`config.mk`:
```
export PLATFORM = sky130hd
export DESIGN_NAME = dac_bus_loader
export DESIGN_NICKNAME = d
export VERILOG_FILES = /design/src/rtl/dbl_pkg.sv /design/src/rtl/dbl_addr_decode.sv /design/src/rtl/dbl_channel.sv /design/src/rtl/dac_bus_loader.sv
export SDC_FILE = /design/constraint.sdc
export NUM_CORES = 1
export LEC_CHECK = 0
export ABC_AREA = 1
export BUFFER_PORTS_ARGS = -buffer_cell sky130_fd_sc_hd__clkbuf_2
export CAP_MARGIN = 5
export CORE_UTILIZATION = 50
export CTS_CLUSTER_SIZE = 24
export DETAILED_ROUTE_END_ITERATION = 6
export PLACE_DENSITY = 0.76
export SYNTH_ARGS = -nofsm -noshare
export SYNTH_HDL_FRONTEND = slang
export SYNTH_SLANG_ARGS = --single-unit
```
`constraint.sdc`:
```
create_clock -name clk -period 0.8 [get_ports clk]
set_input_delay 0 -clock clk [delete_from_list [all_inputs] [get_ports clk]]
set_output_delay 0 -clock clk [all_outputs]
set_load 0.01 [all_outputs]
```
`src/rtl/dbl_pkg.sv`:
```
package dbl_pkg;

  typedef enum logic [1:0] {
    WK_NONE = 2'd0,
    WK_LO   = 2'd1,
    WK_HI   = 2'd2,
    WK_ALL  = 2'd3
  } wr_kind_e;

  // Classify one bus cycle from the tag match, commit bit and half-select bit.
  function automatic wr_kind_e classify(input logic hit, input logic commit_bit,
                                        input logic half_bit);
    if (!hit)            return WK_NONE;
    else if (commit_bit) return WK_ALL;
    else if (half_bit)   return WK_HI;
    else                 return WK_LO;
  endfunction

endpackage

```
`src/rtl/dbl_addr_decode.sv`:
```
module dbl_addr_decode
  import dbl_pkg::*;
#(
  parameter int ADDR_W = 16,
  parameter int NUM_CH = 4,
  parameter logic [ADDR_W-1:0] BASE_ADDR = 16'hA500
) (
  input  logic [ADDR_W-1:0] addr,
  input  logic              stb,
  input  logic              chain,
  output logic [NUM_CH-1:0] lo_we,
  output logic [NUM_CH-1:0] hi_we,
  output logic              upd
);
  localparam int SEL_W   = (NUM_CH > 1) ? $clog2(NUM_CH) : 1;
  localparam int LOCAL_W = SEL_W + 2;
  localparam int CMT_BIT = SEL_W + 1;
  localparam logic [SEL_W-1:0] LAST_CH = SEL_W'(NUM_CH - 1);

  logic             tag_hit;
  logic [SEL_W-1:0] sel;
  wr_kind_e         kind;

  assign tag_hit = stb && (addr[ADDR_W-1:LOCAL_W] == BASE_ADDR[ADDR_W-1:LOCAL_W]);
  assign sel     = addr[SEL_W:1];
  assign kind    = classify(tag_hit, addr[CMT_BIT], addr[0]);

  // In chained mode the commit address is dead; the last low write commits.
  assign upd = chain ? ((kind == WK_LO) && (sel == LAST_CH)) : (kind == WK_ALL);

  for (genvar i = 0; i < NUM_CH; i++) begin : g_sel
    assign lo_we[i] = (kind == WK_LO) && (sel == SEL_W'(i));
    assign hi_we[i] = (kind == WK_HI) && (sel == SEL_W'(i));
  end

endmodule

```
`src/rtl/dbl_channel.sv`:
```
module dbl_channel #(
  parameter int CODE_W = 12,
  parameter int BYTE_W = 8
) (
  input  logic              clk,
  input  logic              rst_n,
  input  logic              lo_we,
  input  logic              hi_we,
  input  logic              upd,
  input  logic [BYTE_W-1:0] data,
  output logic [CODE_W-1:0] code
);
  localparam int HI_W = CODE_W - BYTE_W;
  localparam logic [CODE_W-1:0] MID_CODE = CODE_W'(1) << (CODE_W - 1);

  function automatic logic [CODE_W-1:0] join_code(input logic [HI_W-1:0] hi,
                                                  input logic [BYTE_W-1:0] lo);
    return {hi, lo};
  endfunction

  logic [BYTE_W-1:0] stage_lo, stage_lo_nx;
  logic [HI_W-1:0]   stage_hi, stage_hi_nx;
  logic [CODE_W-1:0] staged_w;

  assign stage_lo_nx = lo_we ? data : stage_lo;
  assign stage_hi_nx = hi_we ? data[HI_W-1:0] : stage_hi;
  // Forward the write of this cycle so a chained commit carries the new byte.
  assign staged_w    = join_code(stage_hi_nx, stage_lo_nx);

  always_ff @(posedge clk or negedge rst_n) begin
    if (!rst_n) begin
      stage_lo <= '0;
      stage_hi <= '0;
      code     <= MID_CODE;
    end else begin
      stage_lo <= stage_lo_nx;
      stage_hi <= stage_hi_nx;
      if (upd) code <= staged_w;
    end
  end

endmodule

```
`src/rtl/dac_bus_loader.sv`:
```
module dac_bus_loader #(
  parameter int ADDR_W = 16,
  parameter int NUM_CH = 4,
  parameter int CODE_W = 12,
  parameter int BYTE_W = 8,
  parameter logic [ADDR_W-1:0] BASE_ADDR = 16'hA500
) (
  input  logic                     clk,
  input  logic                     rst_n,
  input  logic [ADDR_W-1:0]        wr_addr,
  input  logic [BYTE_W-1:0]        wr_data,
  input  logic                     wr_stb,
  input  logic                     chain_mode,
  output logic [NUM_CH*CODE_W-1:0] code_out
);
  logic [NUM_CH-1:0] lo_we_w;
  logic [NUM_CH-1:0] hi_we_w;
  logic              upd_w;

  dbl_addr_decode #(
    .ADDR_W(ADDR_W), .NUM_CH(NUM_CH), .BASE_ADDR(BASE_ADDR)
  ) dec_i (
    .addr(wr_addr), .stb(wr_stb), .chain(chain_mode),
    .lo_we(lo_we_w), .hi_we(hi_we_w), .upd(upd_w)
  );

  for (genvar c = 0; c < NUM_CH; c++) begin : g_ch
    dbl_channel #(.CODE_W(CODE_W), .BYTE_W(BYTE_W)) ch_i (
      .clk(clk), .rst_n(rst_n),
      .lo_we(lo_we_w[c]), .hi_we(hi_we_w[c]), .upd(upd_w),
      .data(wr_data),
      .code(code_out[c*CODE_W +: CODE_W])
    );
  end

endmodule

```
==> results by stage <==
Global route:
- The initial antenna violation count is 0.
- The wire length of the first global-routing pass is 22800 um.
- The global-route usage over all layers is 0.356.
- Summed over all layers, the global routing overflow is 0.
- The via count of the first global-routing pass is 4294.
- Entering global routing, the biggest net connects 43 pins.

Routing:
- The average routed wire per standard cell is 25.8 um.
- The count of nets left with antenna violations once routing finished came out at 0.
- The routed via count is 4768.
- After detailed routing, the number of remaining DRC violations is 0.
- The first TritonRoute pass finished after 5 iterations.
- The initial DRC count is 518.
- After detailed routing, the total wire length is 19200 um.
- Dividing the detail-routed via count by the number of cells gives 6.41.

Die:
- The die boundary width is 93.1 um.
- For this configuration, the core starts out at a cell density of 0.526.
- The floorplan step defined a die boundary enclosing 8670 um^2.
- The number of cell rows is 32.
- The chip height is 93.1 um.
- 76 I/O pins were placed.
- The core box area is 7890 um^2.

Critical path:
- The slack of the worst reg-to-reg path is -0.13 ns.
- For this run, the slowest stage of the critical path takes 0.31 ns.
- The worst setup path is of the in -> reg kind.
- The type of element capturing the critical path is a flop.
- Counting both buffers and inverters, the worst setup path holds a total of 7.
- The cell family contributing the most delay on the critical path is simple AND/OR/NAND/NOR gates.
- The largest individual stage delay along the critical path comes from the cell sky130_fd_sc_hd__nand4_1.
- The signal on the critical path passes through buf_8, inv_4, nand2_4, nor2_4, nand2_4, nor2_8, buf_8, buf_12, buf_12, buf_12, nand4_1, nand2_2, buf_6.
- The end of the worst register-to-register path is g_ch[1].ch_i.code[0].
- The worst setup path is launched from an input port.
- The cell that appears most often on the critical path is sky130_fd_sc_hd__buf_12.
- The logic depth of the worst register-to-register path is 4.
- The worst path arrival time is 1.73 ns.
- At the worst endpoint, the required time is 1.15 ns.
- The startpoint identified for the worst register-to-register timing path is g_ch[1].ch_i.code[0].
- Of all nets on the critical path, the largest fanout is 6.

STA:
- The count of final hold-check violations is 0.
- The final worst setup slack is -0.575 ns.
- Dividing the final minimum period by the clock period gives 1.72.
- The worst pin sits at a relative slew slack of 0.700.
- The number of max-slew violations in the final report is 0.
- The transition at the pin with the smallest max-transition slack is 0.448 ns.
- The final setup violation count is 144.
- For this run, the top clock speed supported by timing is 727 MHz.
- Across the routed clock network, the largest skew measured is 0.0164 ns.
- The clock period minus worst slack is 1.38 ns.
- Setup repair after global routing could not meet its margin everywhere.

Clock network:
- The tree is rooted in a sky130_fd_sc_hd__clkbuf_8.
- The clock transition at the registers of the reported paths is 0.10 ns.
- The clock tree from TritonCTS is built.
- The CTS buffer count is 9.
- The clock network latency to the later pin of the worst-skew pair is 0.41 ns.
- The clock net in this run drives a total of 96 sinks.
- No sink is reached through more buffers than the 2 on the longest clock path.
- The H-tree was split into 3 levels.

Status:
- The run finished, with violations left.
- The final reports fail on setup timing.

Synth:
- The mean instance size in the synthesized netlist is 8.94 um^2.
- The biggest area contributor in the post-synthesis netlist is sky130_fd_sc_hd__dfrtp_1.
- Of the synthesized area, sequential elements account for 0.580.
- The fraction of registers with async set/reset is 1.00.
- Counting every instance in the synthesized netlist gives 464.
- In the post-synthesis netlist, the biggest area contributors are sky130_fd_sc_hd__dfrtp_1 55%, sky130_fd_sc_hd__nand2_1 18%, sky130_fd_sc_hd__nand4_1 8.4%.
- The share of synthesized area in the top cell type comes to 0.555.
- The count of flip-flops with a built-in enable after synthesis is 0.
- The most used flip-flop cell after synthesis is sky130_fd_sc_hd__dfrtp_1.
- The number of warnings issued by yosys is 0.
- In this run, synthesis produced a sequential element count of 96.
- In this run the cell area of the synthesized design comes to 4150 um^2.
- The number of library cell types mapped by synthesis is 19.
- The net count of the mapped netlist is 492.

Cells and area:
- After filler insertion, the fill cell instance count of the layout stands at 289.
- The net count of the finished layout is 665.
- The multi-input combinational cells in the finished layout cover a total of 2290 um^2.
- Registers take 2410 um^2.
- Of the cells placed in the final design, the portion with a size suffix greater than 1 is 0.611.
- The area growth from synthesis to layout is 71.8%.
- The number of diodes is 0.
- At the end of the flow the core is filled with cells to 0.904.

Pwr:
- The static leakage is 0.00402 uW.
- The register share of total power is 0.515.
- Of the total power, combinational logic draws 0.072.
- In this run the power density over the cells is 1320 nW/um^2.
- The highest ir drop seen on vdd is 1360 uV.
- Of the total power, the share spent switching nets is 0.238.
- The completed layout was analyzed and its total power is 9430 uW.
- Cell internal power was estimated by the tool at 7180 uW.
- In this run the power spent charging and discharging nets is 2240 uW.
- The share of total power dissipated in the clock network is 0.413.

Placement:
- The quantity of I/O buffers inserted on ports is 75.
- Routability-driven placement finished with a final weighted congestion of 0.871.
- The half-perimeter wire length after detailed placement is 6790 um.

Hold path:
- The worst hold-check path type is in -> async.

Flow run:
- The tool flagged a number of max-cap violations equal to 0.
==> routing by layer <==
layer	wire (um)	vias to the layer above	GRT usage	share of wire
li1	-	1883	-	-
met1	6610	2316	0.428	0.34
met2	9260	410	0.593	0.48
met3	1780	159	0.0748	0.093
met4	1520	0	0.203	0.079
met5	0	-	0	0
==> area by class of cell <==
cell class              instances  share of cell area
flip-flops and latches         96               0.338
clock inverters                 3              0.0126
inverters                      14              0.0119
multi-input cells             321               0.321
repair buffers                195               0.280
well taps                     102              0.0179
clock buffers                  13              0.0195
==> cell families after synthesis <==
logic type             Yosys count  share of synthesized area
buffers and inverters           47                     0.0612
AND/OR/NAND/NOR                321                      0.359
flip-flops                      96                      0.580
==> registers in the layout, indices dropped and copies added, names as in the netlist <==
register,flops
g_ch.ch_i.stage_lo,32
g_ch.ch_i.stage_hi,16
g_ch.ch_i.code,48
==> cell usage after synthesis, types with 2 or more instances <==
library cell                 n
sky130_fd_sc_hd__clkbuf_2    4
sky130_fd_sc_hd__dfstp_2     4
sky130_fd_sc_hd__nand2_1   197
sky130_fd_sc_hd__nor2_1      7
sky130_fd_sc_hd__nor2_4      3
sky130_fd_sc_hd__nand4_1    56
sky130_fd_sc_hd__buf_6       8
sky130_fd_sc_hd__buf_2      10
sky130_fd_sc_hd__inv_2       2
sky130_fd_sc_hd__dfrtp_1    92
sky130_fd_sc_hd__nor2_2      3
sky130_fd_sc_hd__inv_1      12
sky130_fd_sc_hd__nand2_2     2
sky130_fd_sc_hd__clkbuf_1   11
sky130_fd_sc_hd__nand3_1    49
==> power groups by stage <==
stage	Sequential, uW	Clock (uW)	Combinational, uW
2_1_floorplan	4950	0	177
6_report	4850	3890	681
3_5_place_dp	4950	0	505
4_1_cts	4850	3760	570
3_3_place_gp	4950	0	493
5_1_grt	4850	4010	712
==> how the worst max path moves through the flow <==
stage                                startpoint                  endpoint  slack, ns  depth (start not counted)
after CTS                 g_ch[2].ch_i.code[11]              code_out[35]      -0.24                          1
after detailed placement             wr_addr[6]      g_ch[2].ch_i.code[5]      -0.58                         11
final                                wr_addr[4]  g_ch[0].ch_i.stage_hi[3]      -0.58                         13
after global placement               wr_addr[9]      g_ch[1].ch_i.code[5]      -0.54                         11
after floorplan                      wr_addr[6]      g_ch[2].ch_i.code[0]      -0.22                         11
after global routing                 wr_addr[8]     g_ch[0].ch_i.code[11]      -0.59                         13
==> through the flow <==
| stage | setup TNS, ns | hold WS, ns | instances | worst slack [ns] | instance area, um^2 |
|---|---|---|---|---|---|
| after floorplan | -11.13 | -0.296 | 464 | -0.224 | 4390 |
| after global placement | -41.52 | -0.105 | 641 | -0.545 | 5010 |
| after detailed placement | -44.26 | -0.101 | 641 | -0.581 | 5010 |
| after CTS | -13.93 | 0.0146 | 722 | -0.239 | 6310 |
| after global routing | -29.46 | 0.0557 | 744 | -0.590 | 7130 |
| final | -24.91 | 0.0193 | 744 | -0.575 | 7130 |
==> worst register-to-register path: cells and delay by family, from the launching register on <==
family / cells / cell delay [ns]
flops: 1 / 0.40
simple gates: 2 / 0.17
buf+inv: 2 / 0.26
==> layout by cell type, fill, tap and decap left out, types with 4 or more instances in the layout <==
cell type and n:
sky130_fd_sc_hd__dfstp_2 4, sky130_fd_sc_hd__nand4_1 56, sky130_fd_sc_hd__buf_6 23, sky130_fd_sc_hd__nand2_2 82, sky130_fd_sc_hd__nand3_1 17, sky130_fd_sc_hd__nand3_2 31
sky130_fd_sc_hd__dlygate4sd3_1 5, sky130_fd_sc_hd__nor2_4 9, sky130_fd_sc_hd__nor2_1 4, sky130_fd_sc_hd__clkbuf_1 4, sky130_fd_sc_hd__buf_8 8, sky130_fd_sc_hd__buf_4 62
sky130_fd_sc_hd__inv_4 4, sky130_fd_sc_hd__dfrtp_1 92, sky130_fd_sc_hd__nand2_4 48, sky130_fd_sc_hd__buf_16 8, sky130_fd_sc_hd__clkbuf_2 61, sky130_fd_sc_hd__nand2_1 68
sky130_fd_sc_hd__inv_1 4, sky130_fd_sc_hd__buf_12 21, sky130_fd_sc_hd__clkbuf_8 9, sky130_fd_sc_hd__clkbuf_16 6
==> timing repair <==
action / in CTS / in global routing
gates cloned: 12 / 7
setup buffers: 49 / 21
resized for setup: 71 / 196
pin swaps: 58 / 100
endpoints found under the hold margin: 109 / 0
endpoints found under the setup margin: 105 / 144
hold buffers: 5 / 0
(Power assumes the default switching activity.)
